<file path="config.mk">
export PLATFORM = sky130hd
export DESIGN_NAME = refdiv_top
export DESIGN_NICKNAME = d
export VERILOG_FILES = /design/src/rtl/refdiv_pkg.sv /design/src/rtl/refdiv_rom.sv /design/src/rtl/refdiv_counter.sv /design/src/rtl/refdiv_top.sv
export SDC_FILE = /design/constraint.sdc
export NUM_CORES = 1
export LEC_CHECK = 0
export BUFFER_PORTS_ARGS = -buffer_cell sky130_fd_sc_hd__buf_4
export CORE_MARGIN = 2
export CORE_UTILIZATION = 35
export CTS_BUF_LIST = sky130_fd_sc_hd__clkbuf_4 sky130_fd_sc_hd__clkbuf_8
export CTS_CLUSTER_SIZE = 28
export DETAILED_ROUTE_END_ITERATION = 6
export GPL_ROUTABILITY_DRIVEN = 0
export GPL_TIMING_DRIVEN = 0
export SLEW_MARGIN = 20
export SYNTH_ARGS = -nofsm -noshare
export SYNTH_HDL_FRONTEND = slang
export SYNTH_HIERARCHICAL = 1
export SYNTH_SLANG_ARGS = --single-unit
</file>
<file path="constraint.sdc">
create_clock -name clk_i -period 4.7 [get_ports clk_i]
set_clock_uncertainty 0.2 [all_clocks]
set_input_delay 0.94 -clock clk_i [delete_from_list [all_inputs] [get_ports clk_i]]
set_output_delay 0.94 -clock clk_i [all_outputs]
set_load 0.05 [all_outputs]
</file>
<file path="src/rtl/refdiv_pkg.sv">
package refdiv_pkg;
  localparam int unsigned SEL_W = 3;
  localparam int unsigned CNT_W = 14;
endpackage

</file>
<file path="src/rtl/refdiv_rom.sv">
module refdiv_rom
  import refdiv_pkg::*;
#(
  parameter int unsigned DW = CNT_W
) (
  input  logic [SEL_W-1:0] sel_i,
  output logic [DW-1:0]    div_o
);
  always_comb begin
    unique case (sel_i)
      3'd0:    div_o = DW'(8);
      3'd1:    div_o = DW'(128);
      3'd2:    div_o = DW'(256);
      3'd3:    div_o = DW'(512);
      3'd4:    div_o = DW'(1024);
      3'd5:    div_o = DW'(2048);
      3'd6:    div_o = DW'(2410);
      default: div_o = DW'(8192);
    endcase
  end
endmodule

</file>
<file path="src/rtl/refdiv_counter.sv">
module refdiv_counter #(
  parameter int unsigned DW = 14
) (
  input  logic          clk_i,
  input  logic          rst_ni,
  input  logic [DW-1:0] reload_i,
  output logic [DW-1:0] cnt_o,
  output logic          run_o,
  output logic          pulse_o
);
  logic tc;
  assign tc = (cnt_o == '0);

  always_ff @(posedge clk_i or negedge rst_ni) begin
    if (!rst_ni) begin
      cnt_o   <= '0;
      run_o   <= 1'b0;
      pulse_o <= 1'b0;
    end else if (!run_o) begin
      // first edge after reset: load only, no pulse
      cnt_o   <= reload_i;
      run_o   <= 1'b1;
      pulse_o <= 1'b0;
    end else if (tc) begin
      cnt_o   <= reload_i;
      pulse_o <= 1'b1;
    end else begin
      cnt_o   <= cnt_o - 1'b1;
      pulse_o <= 1'b0;
    end
  end
endmodule

</file>
<file path="src/rtl/refdiv_top.sv">
module refdiv_top
  import refdiv_pkg::*;
#(
  parameter int unsigned DW = CNT_W
) (
  input  logic             clk_i,
  input  logic             rst_ni,
  input  logic [SEL_W-1:0] sel_i,
  output logic             ref_pulse_o
);
  logic [DW-1:0] div_val;
  logic [DW-1:0] reload;
  logic [DW-1:0] cnt;
  logic          run;

  refdiv_rom #(.DW(DW)) rom_i (
    .sel_i (sel_i),
    .div_o (div_val)
  );

  assign reload = div_val - 1'b1;

  refdiv_counter #(.DW(DW)) cnt_i (
    .clk_i    (clk_i),
    .rst_ni   (rst_ni),
    .reload_i (reload),
    .cnt_o    (cnt),
    .run_o    (run),
    .pulse_o  (ref_pulse_o)
  );
endmodule

</file>
-- Yosys cells after proc, flatten, opt, wreduce, memory -nomap -nowiden
Cells that the tools add are included.
- register bits after elaboration: 16
- latch bits: 0
- bits in writable memories: 0
- ROM bits: 0
- input port bits: 5
- output and inout port bits: 1
- logic and storage cells: 18
- memories: 0
- add/subtract/negate cells: 2
- multiply operators: 0
- div/mod/pow operators: 0
- order comparisons: 0
- eq/ne operators: 6
- shift-type cells: 0
- muxes and demuxes: 5
- bitwise gates (word level): 0
- reductions and logical operators: 2
- operator list (cell ; number):
    $pmux 14 s7 ; 1
    $mux 14 ; 2
    $sub 14x1->14 const B ; 2
    $logic_not 14->1 ; 1
    $eq 3x3->1 const B ; 3
    $eq 3x2->1 const B ; 2
    $eq 3x1->1 const B ; 1
    $logic_not 3->1 ; 1
    $mux 1 ; 2

-- Logic depth before layout (Yosys ltp)
- depth after elaboration: 5
- depth in mapped cells: 9
- depth with buffers taken out: 9

-- Cells and area by module
Netlist, hierarchy kept.
- modules (own cells, without submodules) (module ; times used ; cells each ; area an instance (sq um) ; sequential area each (sq um)):
    refdiv_counter ; 1 ; 88 ; 864.6 ; 400.4
    refdiv_top ; 1 ; 33 ; 241.5 ; 0.0
    refdiv_rom ; 1 ; 17 ; 125.1 ; 0.0

-- Worst setup path after synthesis
Ideal clock, no wire load.
- path type: input to register
- from: in sel_i[2]
- to: reg cnt_i.cnt_o[12]
- library setup time: 0.063 ns
- arrival: 2.793 ns
- required time: 4.437 ns
- setup slack: 1.644 ns
- stages on the path: 8
- buffers on the path: 1
- cell sequence: and3b_1 -> buf_4 -> or4_4 -> or3_4 -> nor3_2 -> xor2_1 -> o22ai_1 -> o21ba_2
- word-level cells in the longest chain between the ends: 5
- elaborated cells on any way between the ends: 11
- classes of those cells: add/sub (1); eq/ne (6); mux (3); reduce/logical (1)
- RTL lines (item ; line ; RTL):
    start: declaration ; refdiv_top.sv:8 ; input logic [SEL_W-1:0] sel_i,
    $eq 3x3->1 (tied with other cells) ; refdiv_rom.sv:10 ; unique case (sel_i)
    $pmux 14 s7 * ; refdiv_rom.sv:10 ;
    net div_val[5] ; refdiv_top.sv:11 ; logic [DW-1:0] div_val;
    $sub 14x1->14 * ; refdiv_top.sv:21 ; assign reload = div_val - 1'b1;
    net reload[12] ; refdiv_top.sv:12 ; logic [DW-1:0] reload;
    $mux 14 ; refdiv_counter.sv:24 ; end else if (tc) begin
    $mux 14 * ; refdiv_counter.sv:19 ; end else if (!run_o) begin
    end signal: assignment ; refdiv_counter.sv:21 ; cnt_o <= reload_i;
    end signal: assignment ; refdiv_counter.sv:25 ; cnt_o <= reload_i;
    end signal: assignment ; refdiv_counter.sv:28 ; cnt_o <= cnt_o - 1'b1;
    end: declaration ; refdiv_counter.sv:7 ; output logic [DW-1:0] cnt_o,
The timed path passes the listed nets; every way through them passes the cells marked *.

-- Worst setup path after layout
Same ends and word-level chain as after synthesis.

==> impl_metrics.ini <==
[outcome]
run_status = finished, final reports clean

[clock_network]
ctsResizeCount = 0
ctsHoldBuffers = 0
clkSinkCount = 16
cts_buffer_depth = 2
clock_latency_ps = 290
numCtsBuffers = 3
cts_tree = done
htreeDepth = 1
clockRootBuffer = clkbuf_4
path_clk_slew_ps = 100
cts_setup_buffers = 0

[yosys]
ys_ff_latch = 16
synth_most_common_cell = xor2_1
syn_area_um2 = 1230
async_flop_share = 1.00
synth_top_flop_cell = dfrtp_1
yosys.area.top_type = dfrtp_1
synth_edf_count = 0
synth.distinct_cells = 37
syn_inst = 138
ys_warn_count = 6
synth_common_cells = xor2_1, nand2_1, dfrtp_1, nor2_1, o21ai_0
synth_top_area_share = 0.325
syn_area_per_cell_um2 = 8.92
synthTopCellsByArea = dfrtp_1, xor2_1, nand2_1, o21ai_0, buf_4
yosysSeqAreaShare = 0.325

[layout]
fillers = 360
antenna_cells = 0
layout.cells.non_filler = 196
drive_gt1_frac = 0.193
area_growth_pct = 11.6
final_core_util = 0.408
final_nets = 158
stdcell_area_um2 = 1370

[sta]
worst_pin_slew_ps = 939
max_clock_freq_mhz = 329
rsz0062_at_grt = false
layout_min_cycle_time_ps = 3040
drv_slew = 0
finalSetupViolations = 0
hold_slack_ps = 285
slew_headroom = 0.368
final.setup.tns_ps = 0
period_share = 0.646
fin_ws_ps = 1660
final-hold-violation-count = 0

[critical_path]
critical_path_arrival_ps = 3070
start_kind = input pin
reg2reg_from = cnt_i/cnt_o[0]$_DFF_PN0_
cp_max_fo = 7
r2r_setup_slack_ps = 2240
worstSetupEndpointType = flop
cp-endpoint = cnt_i/cnt_o[12]$_DFF_PN0_
worst_r2r_endpoint = cnt_i/cnt_o[4]$_DFF_PN0_
worst_r2r_path_depth = 7
critPathLaunch = sel_i[2]
cp.required_ps = 4740
crit_type = input pin to flop

[pwr]
ir_worst_vdd_uv = 81.8
p_leak_nw = 0.630
p_total_mw = 0.396
p_per_area_nw_per_um2 = 288

[routing]
via_count = 928
drc = 0
antenna_left = 0
wire_per_inst_um = 12.1
avgViaCountPerCell = 4.73
wirelength_um = 2370
first_iter_violations = 13
first_pass_iters = 4

[grt]
grt_pass1_wl_um = 4090
grt_pass1_vias = 931
grt_usage = 0.129
grt_overflow = 0
grt_antenna_before_repair = 0
grt_max_degree = 17

[die]
coreArea_um2 = 3360
dieArea_um2 = 4010
initial_core_util = 0.366
rows = 21
fp.dieH_um = 63.3
die_w_um = 63.3
num_io_pins = 6

[place]
dpl.hpwl_um = 1820
dp.cells = 192
dp_slack_ps = 1350
io_buffers = 5
placed_area_um2 = 1340

[run]
maxCapViolCount = 0

[worst_hold_path]
hold_path_class = input pin to asynchronous set/reset pin
## worst max-delay path, stage by stage
cell     delay (ps)
buf_4           130
and3b_1         220
buf_4           170
or4_4           490
or3_4           370
nor3_2          180
xor2_1          240
o22ai_1         100
o21ba_2         220
## cell type report
type                       count  area, um^2  share of cell area
multi-input combinational    112         756               0.550
sequential                    16         400               0.291
buffer                         8        67.6              0.0492
tap                           46        57.6              0.0419
timing repair buffer           5        37.5              0.0273
clock buffer                   4        36.3              0.0264
inverter                       5        18.8              0.0137
## logic make-up (layout without fill, tap and decap cells)
kind of cell | after synthesis | in the layout | synth area share
buffers and inverters | 13 | 22 | 0.0701
other | 2 | 5 | 0.00610
xor gates and xnor gates | 23 | 23 | 0.164
AOI/OAI and AO/OA | 18 | 18 | 0.0986
DFF | 16 | 16 | 0.325
and+or+nand+nor | 64 | 64 | 0.316
adders and majority gates | 2 | 2 | 0.0203
## worst min path at each step
stage               slack [ps]  cells after the start                        to
floorplan                  270                      1  cnt_i/cnt_o[0]$_DFF_PN0_
global placement           290                      1  cnt_i/cnt_o[0]$_DFF_PN0_
detailed placement         310                      1  cnt_i/cnt_o[0]$_DFF_PN0_
CTS                        290                      1  cnt_i/cnt_o[1]$_DFF_PN0_
global route               290                      1  cnt_i/cnt_o[1]$_DFF_PN0_
finish                     290                      1  cnt_i/cnt_o[1]$_DFF_PN0_
## power breakdown
group	leakage [nW]	switching [mW]	internal, mW
logic	0.407	0.0650	0.0550
registers	0.202	0.0250	0.158
clock network	0.0210	0.0451	0.0472
## metal layers
metal  up-vias  part of all wire  track usage
met1       421              0.47        0.159
met2        15              0.49        0.221
met4         0             0.018       0.0734
met5         -                 0            0
met3         5             0.018       0.0107
li1        487                 -            -
## sequential cells by signal, indices dropped and copies added, names as in the netlist
signal         count
cnt_i/pulse_o      1
cnt_i/run_o        1
cnt_i/cnt_o       14
## placed cells by master (no fill, tap or decap), drive strengths merged, types with 2 or more instances in the layout
master  count
nand4       2
clkbuf      4
conb        5
dfrtp      16
o21ai      12
nor3        7
or3         2
and3b       2
nand2      19
or4b        2
nand3b      3
nor4        5
or4         3
ha          2
nand3       2
nor3b       2
xor2       20
inv         5
nor2       10
and2b       2
buf        13
xnor2       3
a21oi       2
Note: power is estimated with default switching activity, not from simulation.
